`src/rtl/dip_pkg.sv`:
```
package dip_pkg;
    localparam int NUM_REGS = 16;
    localparam int RW       = $clog2(NUM_REGS);
    localparam int CW       = 2;

    typedef struct packed {
        logic          pend;
        logic [RW-1:0] dst;
    } ld_track_t;
endpackage

```
`src/rtl/dip_reads.sv`:
```
module dip_reads
    import dip_pkg::*;
(
    input  logic          probe_valid,
    input  logic [RW-1:0] probe_reg,
    input  logic          sa_en,
    input  logic [RW-1:0] sa,
    input  logic          sb_en,
    input  logic [RW-1:0] sb,
    output logic          hit
);
    always_comb begin
        hit = probe_valid &&
              ((sa_en && (sa == probe_reg)) || (sb_en && (sb == probe_reg)));
    end
endmodule

```
`src/rtl/dip_pair_rules.sv`:
```
module dip_pair_rules
    import dip_pkg::*;
(
    input  logic          s1_valid,
    input  logic          s0_wen,
    input  logic [RW-1:0] s0_dst,
    input  logic          s1_wen,
    input  logic [RW-1:0] s1_dst,
    input  logic          s0_mem,
    input  logic          s1_mem,
    input  logic          s0_branch,
    input  logic          s1_branch,
    input  logic          s0_mull,
    input  logic          s1_mull,
    input  logic          raw_hit,
    input  logic          ld_hit1,
    output logic          pair_ok
);
    logic port_clash;
    logic solo_kind;
    logic waw_hit;

    always_comb begin
        port_clash = s0_mem && s1_mem;
        solo_kind  = s0_branch || s1_branch || s0_mull || s1_mull;
        waw_hit    = s0_wen && s1_wen && (s0_dst == s1_dst);
        pair_ok    = s1_valid && !port_clash && !solo_kind && !waw_hit &&
                     !raw_hit && !ld_hit1;
    end
endmodule

```
`src/rtl/dip_load_track.sv`:
```
module dip_load_track
    import dip_pkg::*;
(
    input  logic          clk,
    input  logic          rst_n,
    input  logic          flush,
    input  logic          issue0,
    input  logic          issue1,
    input  logic          s0_mem,
    input  logic          s0_wen,
    input  logic [RW-1:0] s0_dst,
    input  logic          s1_mem,
    input  logic          s1_wen,
    input  logic [RW-1:0] s1_dst,
    output logic          pend_q,
    output logic [RW-1:0] dst_q
);
    ld_track_t trk_d, trk_q;
    logic      load0, load1;

    always_comb begin
        load0 = s0_mem && s0_wen;
        load1 = s1_mem && s1_wen;
        trk_d = '0;
        if (!flush) begin
            if (issue1 && load1) begin
                trk_d.pend = 1'b1;
                trk_d.dst  = s1_dst;
            end else if (issue0 && load0) begin
                trk_d.pend = 1'b1;
                trk_d.dst  = s0_dst;
            end
        end
    end

    always_ff @(posedge clk or negedge rst_n) begin
        if (!rst_n) trk_q <= '0;
        else        trk_q <= trk_d;
    end

    assign pend_q = trk_q.pend;
    assign dst_q  = trk_q.dst;

    AST_LOAD_REMEMBERED: assert property (@(posedge clk) disable iff (!rst_n)
        (issue0 && load0 && !issue1 && !flush) |=> (pend_q && dst_q == $past(s0_dst)));
    AST_FLUSH_FORGETS: assert property (@(posedge clk) disable iff (!rst_n)
        flush |=> !pend_q);
endmodule

```
`src/rtl/dip_issue_ctrl.sv`:
```
module dip_issue_ctrl
    import dip_pkg::*;
(
    input  logic          clk,
    input  logic          rst_n,
    input  logic          flush,
    input  logic          s0_valid,
    input  logic          s0_wen,
    input  logic [RW-1:0] s0_dst,
    input  logic          s0_sa_en,
    input  logic [RW-1:0] s0_sa,
    input  logic          s0_sb_en,
    input  logic [RW-1:0] s0_sb,
    input  logic          s0_mem,
    input  logic          s0_branch,
    input  logic          s0_mull,
    input  logic          s1_valid,
    input  logic          s1_wen,
    input  logic [RW-1:0] s1_dst,
    input  logic          s1_sa_en,
    input  logic [RW-1:0] s1_sa,
    input  logic          s1_sb_en,
    input  logic [RW-1:0] s1_sb,
    input  logic          s1_mem,
    input  logic          s1_branch,
    input  logic          s1_mull,
    output logic          issue0,
    output logic          issue1,
    output logic          hold1,
    output logic [CW-1:0] consumed
);
    localparam int NCHK = 3;

    logic          pend_q;
    logic [RW-1:0] ld_dst_q;
    logic          pair_ok;

    // check 0: lead vs pending load, 1: trail vs pending load, 2: trail vs lead dst
    logic          pv   [NCHK];
    logic [RW-1:0] preg [NCHK];
    logic          cae  [NCHK];
    logic [RW-1:0] ca   [NCHK];
    logic          cbe  [NCHK];
    logic [RW-1:0] cb   [NCHK];
    logic [NCHK-1:0] hits;

    always_comb begin
        pv[0] = pend_q;   preg[0] = ld_dst_q;
        cae[0] = s0_sa_en; ca[0] = s0_sa; cbe[0] = s0_sb_en; cb[0] = s0_sb;
        pv[1] = pend_q;   preg[1] = ld_dst_q;
        cae[1] = s1_sa_en; ca[1] = s1_sa; cbe[1] = s1_sb_en; cb[1] = s1_sb;
        pv[2] = s0_wen;   preg[2] = s0_dst;
        cae[2] = s1_sa_en; ca[2] = s1_sa; cbe[2] = s1_sb_en; cb[2] = s1_sb;
    end

    for (genvar g = 0; g < NCHK; g++) begin : g_chk
        dip_reads u_rd (
            .probe_valid (pv[g]),
            .probe_reg   (preg[g]),
            .sa_en       (cae[g]),
            .sa          (ca[g]),
            .sb_en       (cbe[g]),
            .sb          (cb[g]),
            .hit         (hits[g])
        );
    end

    dip_pair_rules u_rules (
        .s1_valid  (s1_valid),
        .s0_wen    (s0_wen),
        .s0_dst    (s0_dst),
        .s1_wen    (s1_wen),
        .s1_dst    (s1_dst),
        .s0_mem    (s0_mem),
        .s1_mem    (s1_mem),
        .s0_branch (s0_branch),
        .s1_branch (s1_branch),
        .s0_mull   (s0_mull),
        .s1_mull   (s1_mull),
        .raw_hit   (hits[2]),
        .ld_hit1   (hits[1]),
        .pair_ok   (pair_ok)
    );

    always_comb begin
        issue0   = s0_valid && !flush && !hits[0];
        issue1   = issue0 && pair_ok;
        hold1    = s1_valid && !issue1;
        consumed = CW'(issue0) + CW'(issue1);
    end

    dip_load_track u_trk (
        .clk    (clk),
        .rst_n  (rst_n),
        .flush  (flush),
        .issue0 (issue0),
        .issue1 (issue1),
        .s0_mem (s0_mem),
        .s0_wen (s0_wen),
        .s0_dst (s0_dst),
        .s1_mem (s1_mem),
        .s1_wen (s1_wen),
        .s1_dst (s1_dst),
        .pend_q (pend_q),
        .dst_q  (ld_dst_q)
    );

    AST_ONE_MEM_PORT: assert property (@(posedge clk) disable iff (!rst_n)
        issue1 |-> !(s0_mem && s1_mem));
    AST_NO_RAW_PAIR: assert property (@(posedge clk) disable iff (!rst_n)
        (issue1 && s0_wen) |-> !((s1_sa_en && s1_sa == s0_dst) || (s1_sb_en && s1_sb == s0_dst)));
    AST_NO_WAW_PAIR: assert property (@(posedge clk) disable iff (!rst_n)
        issue1 |-> !(s0_wen && s1_wen && s0_dst == s1_dst));
    AST_BRANCH_SOLO: assert property (@(posedge clk) disable iff (!rst_n)
        issue1 |-> !(s0_branch || s1_branch));
    AST_MULL_SOLO: assert property (@(posedge clk) disable iff (!rst_n)
        issue1 |-> !(s0_mull || s1_mull));
    AST_COUNT_MATCH: assert property (@(posedge clk) disable iff (!rst_n)
        (consumed == (CW'(issue0) + CW'(issue1))) && (issue1 -> issue0));
    AST_FLUSH_QUIET: assert property (@(posedge clk) disable iff (!rst_n)
        flush |-> (!issue0 && !issue1));
    AST_NO_LEAD_NO_ISSUE: assert property (@(posedge clk) disable iff (!rst_n)
        !s0_valid |-> (!issue0 && !issue1));
endmodule

```
`config.mk`:
```
export PLATFORM = sky130hd
export DESIGN_NAME = dip_issue_ctrl
export DESIGN_NICKNAME = d
export VERILOG_FILES = /design/src/rtl/dip_pkg.sv /design/src/rtl/dip_reads.sv /design/src/rtl/dip_pair_rules.sv /design/src/rtl/dip_load_track.sv /design/src/rtl/dip_issue_ctrl.sv
export SDC_FILE = /design/constraint.sdc
export NUM_CORES = 1
export LEC_CHECK = 0
export ABC_AREA = 1
export ABC_CLOCK_PERIOD_IN_PS = 3960
export CAP_MARGIN = 20
export CORE_UTILIZATION = 40
export DETAILED_ROUTE_END_ITERATION = 7
export PLACE_DENSITY = 0.83
export SYNTH_ARGS = -nofsm -noshare
export SYNTH_HDL_FRONTEND = slang
export SYNTH_SLANG_ARGS = --single-unit
```
`constraint.sdc`:
```
create_clock -name clk -period 3.96 [get_ports clk]
set_clock_uncertainty 0.05 [all_clocks]
set_input_delay 0.792 -clock clk [delete_from_list [all_inputs] [get_ports clk]]
set_output_delay 0.792 -clock clk [all_outputs]
set_load 0.1 [all_outputs]
```
# [Word-level counts from Yosys, hierarchy flattened]
# Index checks and enable logic that the tools add are counted.
[classes] n_reduce_logical=39 add_sub_neg=1 eq_ne=7 n_mux=3
[op_table] cell="$eq A4 B4 Y1" count=7
[op_table] cell="$logic_and A1 B1 Y1" count=25
[op_table] cell="$mux W5" count=3
[op_table] cell="$logic_not A1 Y1" count=8
[op_table] cell="$logic_or A1 B1 Y1" count=6
[op_table] cell="$add A1 B1 Y2" count=1
[totals] elab_cells=52 in_bits=41 output_inout_bits=5 reg_bits=5

# [Longest topological paths before layout]
# Gate-level depths: netlist (run 1).
[depth] ltp_word=12 depth_mapped=11 depth_no_buf=11

# [Hierarchy]
# From an unflattened synthesis (run 1), not the netlist that was laid out.
[hier_totals] cells_unflattened=177 area_unflattened_um2=869.6
[modules_own_cells] module="dip_reads" area_per_inst_um2=146.4 cells_per_inst=34 n_inst=3 seq_area_each_um2=0.0
[modules_own_cells] module="dip_load_track" area_per_inst_um2=267.8 cells_per_inst=38 n_inst=1 seq_area_each_um2=125.1
[modules_own_cells] module="dip_pair_rules" area_per_inst_um2=121.4 cells_per_inst=28 n_inst=1 seq_area_each_um2=0.0
[modules_own_cells] module="dip_issue_ctrl" area_per_inst_um2=41.3 cells_per_inst=9 n_inst=1 seq_area_each_um2=0.0

# [Least setup slack after synthesis (run 1)]
# OpenSTA, ideal clock, no wires.
[synth_timing] path_kind="input to output" from="input port s0_dst[1]" to="output port hold1" slack_ns=-0.359 cell_stages=8 arrival_time_ns=3.477 required_ns=3.118 n_path_buf=0 path_cell_list="inv_1 nand2_1 nand3_1 nor2_1 a21oi_1 nand2_2 nor3_2 nor2_1"
[synth_between] elab_chain_len=10 elab_cells_between_ends=16 classes_between="eq/ne: 3; reduce/logical: 13"
[synth_rtl] item="start, declared" line_no="dip_issue_ctrl.sv:9" text="input logic [RW-1:0] s0_dst,"
[synth_rtl] item="$eq A4 B4 Y1" line_no="dip_reads.sv:14" text="((sa_en && (sa == probe_reg)) || (sb_en && (sb == probe_reg)));"
[synth_rtl] item="$logic_and A1 B1 Y1" line_no="dip_reads.sv:14"
[synth_rtl] item="$logic_or A1 B1 Y1" line_no="dip_reads.sv:14"
[synth_rtl] item="$logic_and A1 B1 Y1" line_no="dip_reads.sv:13" text="hit = probe_valid &&"
[synth_rtl] item="$logic_not A1 Y1" line_no="dip_pair_rules.sv:28" text="!raw_hit && !ld_hit1;"
[synth_rtl] item="$logic_and A1 B1 Y1 (*)" line_no="dip_pair_rules.sv:27" text="pair_ok = s1_valid && !port_clash && !solo_kind && !waw_hit &&"
[synth_rtl] item="$logic_and A1 B1 Y1 (*)" line_no="dip_pair_rules.sv:28"
[synth_rtl] item="$logic_and A1 B1 Y1 (*)" line_no="dip_issue_ctrl.sv:87" text="issue1 = issue0 && pair_ok;"
[synth_rtl] item="named net issue1" line_no="dip_issue_ctrl.sv:28" text="output logic issue1,"
[synth_rtl] item="$logic_not A1 Y1 (*)" line_no="dip_issue_ctrl.sv:88" text="hold1 = s1_valid && !issue1;"
[synth_rtl] item="$logic_and A1 B1 Y1 (*)" line_no="dip_issue_ctrl.sv:88"
[synth_rtl] item="end, declared" line_no="dip_issue_ctrl.sv:29" text="output logic hold1,"
# Mark *: on every way through the listed nets, which the timed path passes. The rest lies on a longest branch.

# [Final worst setup path (run 1)]
[layout_timing] from="input port s0_dst[0]" to="output port hold1"
[layout_between] elab_chain_len=10 elab_cells_between_ends=16 classes_between="eq/ne: 3; reduce/logical: 13"
[layout_rtl] item="$eq A4 B4 Y1" line_no="dip_reads.sv:14"
[layout_rtl] item="$logic_and A1 B1 Y1" line_no="dip_reads.sv:14"
[layout_rtl] item="$logic_or A1 B1 Y1" line_no="dip_reads.sv:14"
[layout_rtl] item="$logic_and A1 B1 Y1" line_no="dip_reads.sv:13"
[layout_rtl] item="$logic_not A1 Y1" line_no="dip_pair_rules.sv:28"
[layout_rtl] item="$logic_and A1 B1 Y1 (*)" line_no="dip_pair_rules.sv:27"
[layout_rtl] item="$logic_and A1 B1 Y1 (*)" line_no="dip_pair_rules.sv:28"
[layout_rtl] item="$logic_and A1 B1 Y1 (*)" line_no="dip_issue_ctrl.sv:87"
[layout_rtl] item="$logic_not A1 Y1 (*)" line_no="dip_issue_ctrl.sv:88"
[layout_rtl] item="$logic_and A1 B1 Y1 (*)" line_no="dip_issue_ctrl.sv:88"
# Every way passes the cells marked *; elsewhere a longest branch is shown, timed or not.

==> flow_summary.toml, run 1 <==
[floorplanning]
die_area_um2 = 2210
die_h_um = 47.1
io_pins = 46
start_util_pct = 44.6
die_w_um = 47.1
core-area_um2 = 1820
std_cell_rows = 15

[clocking]
cts_buffer_depth = 2
cts_resized = 0
cts_tree = "built"
clkLatencyLatePin_ns = 0.25
clk_pin_slew_ns = 0.04
numCtsBuffers = 3
cts_max_level = 1
post_cts_buffers = 0
cts_root_buf = "clkbuf_4"
cts_hold_buf = 0
cts_sinks = 5

[routing]
routed_wl_um = 2490
wire_per_inst_um = 10.8
dr_wl_met3_um = 172
wl_met2_um = 1260
drc = 0
highest_layer = "met4"
wl_met1_um = 1020
drtAntennaViolNets = 0
vias_per_cell = 5.10
drt_iter0_markers = 28
vias = 1172
dr.pass1.iters = 5

[critical_path]
path_max_fanout = 5
arrival_ns = 2.52
worstPathRequired_ns = 3.12
start_kind = "primary input"
cp_slowest_cell = "clkdlybuf4s50_1"
path_class = "primary input to output pin"
crit_buf_inv = 3
path_delay_family = "buffers and inverters"
max_stage_delay_ns = 0.57
endpoint_kind = "output pin"
crit_chain = "clkdlybuf4s50_1 > inv_1 > nand2_1 > nand2_1 > nor2_1 > nand3b_1 > a21oi_2 > nor3_4 > nor2_1 > buf_12"

[placed_design]
pre_cts_ws_ns = 0.608
port_buffers = 45
place_area_um2 = 1340
dp_hpwl_um = 2090
dp_cells = 226
gp_congestion = 0.869

[sta]
tns_ns = 0
fin_crit_ns = 3.36
max_freq_mhz = 297
slew_violations = 0
hold_viol = 0
rsz0062_at_grt = "no"
setup_violations = 0
relSlewSlack_pct = 80.2
period_share_pct = 85.0
finalWorstSetupSlack_ns = 0.596
worst_slew_pin_slew_ns = 0.296

[yosys]
synth_nets = 198
ys_seq_area_share_pct = 15.4
ys_ff_latch = 5
synth_mux_area_share_pct = 0
yosys.area_share.simple_pct = 55.9
syn-instance-count = 157
yosys.area.top_type_share_pct = 27.3
syn_area_um2 = 812
synth_top_area_cell = "nand2_1"
synth_top_family_by_area = "simple AND/OR/NAND/NOR gates"
yosys-top-cells-area = "nand2_1, dfrtp_1, inv_1"
ys_types = 22
synth_xor_area_share_pct = 5.39
yosysWarnings = 0
postSynthAreaPerCell_um2 = 5.17
synthAdderAreaFrac_pct = 0
synth_compound_area_share_pct = 8.01

[cells_and_area]
drive_gt1_share_pct = 10.7
final-instance-count-excl-fill = 230
area_delta_synth_final_pct = 68.1
n_antenna_cell = 0
fin_area_um2 = 1370
layout.nets = 247

[outcome]
outcome = "complete, no violations"

[global_routing]
antenna_found_initial = 0
grt_pass1_wl_um = 3770
grt_pass1_vias = 981
grt_max_degree = 12
gr-usage-all-layers_pct = 24.2
grt.overflow.total = 0

[min_path]
hold_path.class = "register to register"

[run]
drv_cap = 0

[power_and_ir_drop]
p_leak_nw = 0.708
powerDensity_nw_per_um2 = 167
irDropWorstVdd_mv = 0.163
power_uw = 228
[stage by stage]
step	utilization, %	hold WS [ns]
detailed placement	73.5	0.675
global route	75.0	0.722
floorplan	-	0.446
CTS	75.0	0.683
global placement	73.5	0.679
finish	75.0	0.685
[cell type report]
class	count	area, um2
clock buffers	4	26.3
fillers	156	455
inverters	28	105
multi-input cells	122	569
flip-flops and latches	5	125
well taps	25	31.3
repair buffers	46	508
[worst paths after layout]
check                               startpoint        endpoint  slack (ns)  cells past startpoint
worst max-delay path                 s0_dst[0]           hold1        0.60                     10
worst min-delay path              u_trk.pend_q    u_trk.pend_q        0.69                      3
worst max register to register  u_trk.dst_q[1]  u_trk.dst_q[3]        2.46                     11
worst min register to register    u_trk.pend_q    u_trk.pend_q        0.69                      3
max in group asynchronous                rst_n  u_trk.dst_q[1]        2.97                      1
min in group asynchronous                rst_n  u_trk.dst_q[0]        0.71                      1
[placed cells by master (no fill, tap or decap), types with 3 or more instances in the layout]
cell type	count
buf_12	5
clkbuf_4	3
clkdlybuf4s50_1	40
dfrtp_1	5
inv_1	24
inv_2	4
nand2_1	59
nand3_1	13
nand4_1	4
nor2_1	23
o21ai_0	3
xnor2_1	4
[metal layers]
layer  GRT usage (%)  vias to the layer above
li1                -                      577
met1            26.6                      518
met2            45.3                       69
met3            3.46                        8
met4            11.4                        0
met5               0                        -
[sequential cells by signal (all words and copies together), names as in the netlist]
signal        count
u_trk.dst_q       4
u_trk.pend_q      1
[logic make-up after synthesis]
| logic type | Yosys count |
|---|---|
| buffers and inverters | 30 |
| and+or+nand+nor | 107 |
| DFF | 5 |
| xor gates and xnor gates | 5 |
| AOI/OAI and AO/OA | 10 |
[tightest hold or removal path, stage by stage, from the launching register on]
cell and delay [ns]:
dfrtp_1 0.40, nand2_1 0.07, nand3_1 0.13, o21ai_1 0.09
[power breakdown]
part | total [mW] | switching [mW] | internal (mW)
sequential | 0.0537 | 0.00145 | 0.0522
combinational | 0.113 | 0.0551 | 0.0582
clock | 0.0608 | 0.0226 | 0.0382
[synthesized netlist by cell type]
master / count
dfrtp_1: 5
a21oi_2: 2
buf_6: 1
xnor2_1: 4
inv_1: 24
nand3_1: 13
nand2_2: 2
nand4_1: 4
o21ai_2: 2
a21oi_1: 1
nor3_1: 2
inv_2: 4
nand3_2: 1
nand2_1: 59
nor2_2: 1
o21ai_1: 2
o21ai_0: 3
nor2_1: 23
buf_4: 1
nor3_2: 1
nand3b_1: 1
xor2_1: 1
No activity file was read; power rests on OpenSTA's default activity.
==> run 2, diff against run 1 <==
--- a/config.mk
+++ b/config.mk
@@ -6,11 +6,11 @@
 export NUM_CORES = 1
 export LEC_CHECK = 0
 export ABC_AREA = 1
-export ABC_CLOCK_PERIOD_IN_PS = 3960
+export ABC_CLOCK_PERIOD_IN_PS = 2800
 export CAP_MARGIN = 20
-export CORE_UTILIZATION = 40
+export CORE_UTILIZATION = 34
 export DETAILED_ROUTE_END_ITERATION = 7
-export PLACE_DENSITY = 0.83
+export PLACE_DENSITY = 0.75
 export SYNTH_ARGS = -nofsm -noshare
 export SYNTH_HDL_FRONTEND = slang
 export SYNTH_SLANG_ARGS = --single-unit
==> constraint.sdc (replaced) <==
create_clock -name clk -period 2.8 [get_ports clk]
set_clock_uncertainty 0.05 [all_clocks]
set_input_delay 0.56 -clock clk [delete_from_list [all_inputs] [get_ports clk]]
set_output_delay 0.56 -clock clk [all_outputs]
set_load 0.1 [all_outputs]
==> flow_summary.toml, run 2 (same netlist as run 1, synthesis figures left out) <==
[outcome]
outcome = "complete, no violations"

[floorplanning]
die_h_um = 50.9
core-area_um2 = 2230
start_util_pct = 36.4
die_area_um2 = 2590
std_cell_rows = 17
die_w_um = 50.9
io_pins = 46

[sta]
timing.hold.ws_ns = 0.486
period_share_pct = 97.0
setup_violations = 0
slew_violations = 0
worst_slew_pin_slew_ns = 0.239
fin_crit_ns = 2.72
max_freq_mhz = 368
tns_ns = 0
finalWorstSetupSlack_ns = 0.0832
hold_viol = 0
relSlewSlack_pct = 83.9

[clocking]
numCtsBuffers = 3
cts_tree = "built"
cts_hold_buf = 0
cts_sinks = 5
cts_buffer_depth = 2
cts_root_buf = "clkbuf_4"
cts_max_level = 1
clkLatencyLatePin_ns = 0.24
clk_pin_slew_ns = 0.04

[critical_path]
max_stage_delay_ns = 0.50
arrival_ns = 2.11
crit_top_cell = "nand2_1"
timing.reg2reg.setup_slack_ns = 1.08
start_kind = "primary input"
reg2reg_depth = 13
path_class = "primary input to output pin"
reg2reg_to = "u_trk.dst_q[0]"
crit_chain = "clkdlybuf4s50_1 > buf_4 > nand2_1 > nand2_1 > nor2_2 > nand3_2 > a21oi_4 > nor3_4 > buf_6 > buf_12"
path_max_fanout = 3
cp_slowest_cell = "clkdlybuf4s50_1"
worstPathRequired_ns = 2.19
endpoint_kind = "output pin"
r2r-start = "u_trk.dst_q[1]"

[routing]
drt_iter0_markers = 18
drtAntennaViolNets = 0
drc = 0
vias_per_cell = 4.70
vias = 1128
dr.pass1.iters = 4
wire_per_inst_um = 10.8
routed_wl_um = 2590

[global_routing]
grt_pass1_wl_um = 4280
gr-usage-all-layers_pct = 21.1
grt_pass1_vias = 1084
grt.overflow.total = 0
grt_max_degree = 11
antenna_found_initial = 0

[cells_and_area]
mostFrequentLayoutCells = "nand2_1, clkdlybuf4s50_1, inv_1"
drive_gt1_share_pct = 17.0
final-instance-count-excl-fill = 240
n_antenna_cell = 0
fin_area_um2 = 1490
fin_util_pct = 66.8
fill_cells = 200
largest_reg_flops = 4
layout.nets = 254
layout_commonest_cell = "nand2_1"
area_delta_synth_final_pct = 83.7

[power_and_ir_drop]
powerDensity_nw_per_um2 = 218
irDropWorstVdd_mv = 0.162
p_leak_nw = 0.851
power_uw = 326

[min_path]
hold_path.class = "primary input to async pin"

[placed_design]
gp_congestion = 0.898
port_buffers = 45
pre_cts_ws_ns = 0.00266
place_area_um2 = 1390
dp_cells = 233
dp_hpwl_um = 2120

[run]
drv_cap = 0
-- run 2: cell type report --
cell class | count | area [um2] | share of cell area (%)
Clock buffer | 4 | 26.3 | 1.76
Inverter | 28 | 105 | 7.05
Multi-Input combinational cell | 122 | 611 | 40.9
Sequential cell | 5 | 125 | 8.39
Tap cell | 28 | 35.0 | 2.35
Timing Repair Buffer | 53 | 589 | 39.5
-- run 2: worst max-delay path: cells and delay by family --
| family | cells | cell delay (ns) |
|---|---|---|
| AO/OA/AOI/OAI | 1 | 0.08 |
| AND/OR/NAND/NOR | 5 | 0.52 |
| buffers and inverters | 4 | 0.95 |
-- run 2: power breakdown --
| group | leakage, nW | internal [mW] | switching, mW |
|---|---|---|---|
| Clock | 0.0150 | 0.0538 | 0.0277 |
| Combinational | 0.767 | 0.0849 | 0.0834 |
| Sequential | 0.0691 | 0.0739 | 0.00201 |
| Total | 0.851 | 0.213 | 0.113 |
-- run 2: layer usage --
metal  share of wire [%]  up-vias  routed length, um  global-route usage [%]
met3                 6.5        0                169                    2.08
met5                   0        -                  0                       0
li1                    -      591                  -                       -
met4                   0        0                  0                    5.56
met1                  44      490               1130                    24.0
met2                  50       47               1290                    41.3
-- run 2: timing repair --
action                                  4_1_cts  5_1_grt
resized for setup                             3       19
buffers inserted                              2        1
cloned                                        0        0
endpoints found under the setup margin        2        4
pin swaps                                     2        5
-- run 2: worst max path at each step --
stage / from / slack (ns) / cells after the start / end
final: s0_dst[0] / 0.08 / 10 / issue1
after global routing: s0_dst[0] / -0.006 / 10 / consumed[1]
after detailed placement: s0_sa[1] / 0.003 / 11 / issue1
after global placement: s0_dst[3] / 0.03 / 9 / issue1
after floorplan: s0_sa[2] / -0.05 / 10 / hold1
after CTS: s0_dst[0] / 0.01 / 10 / issue1
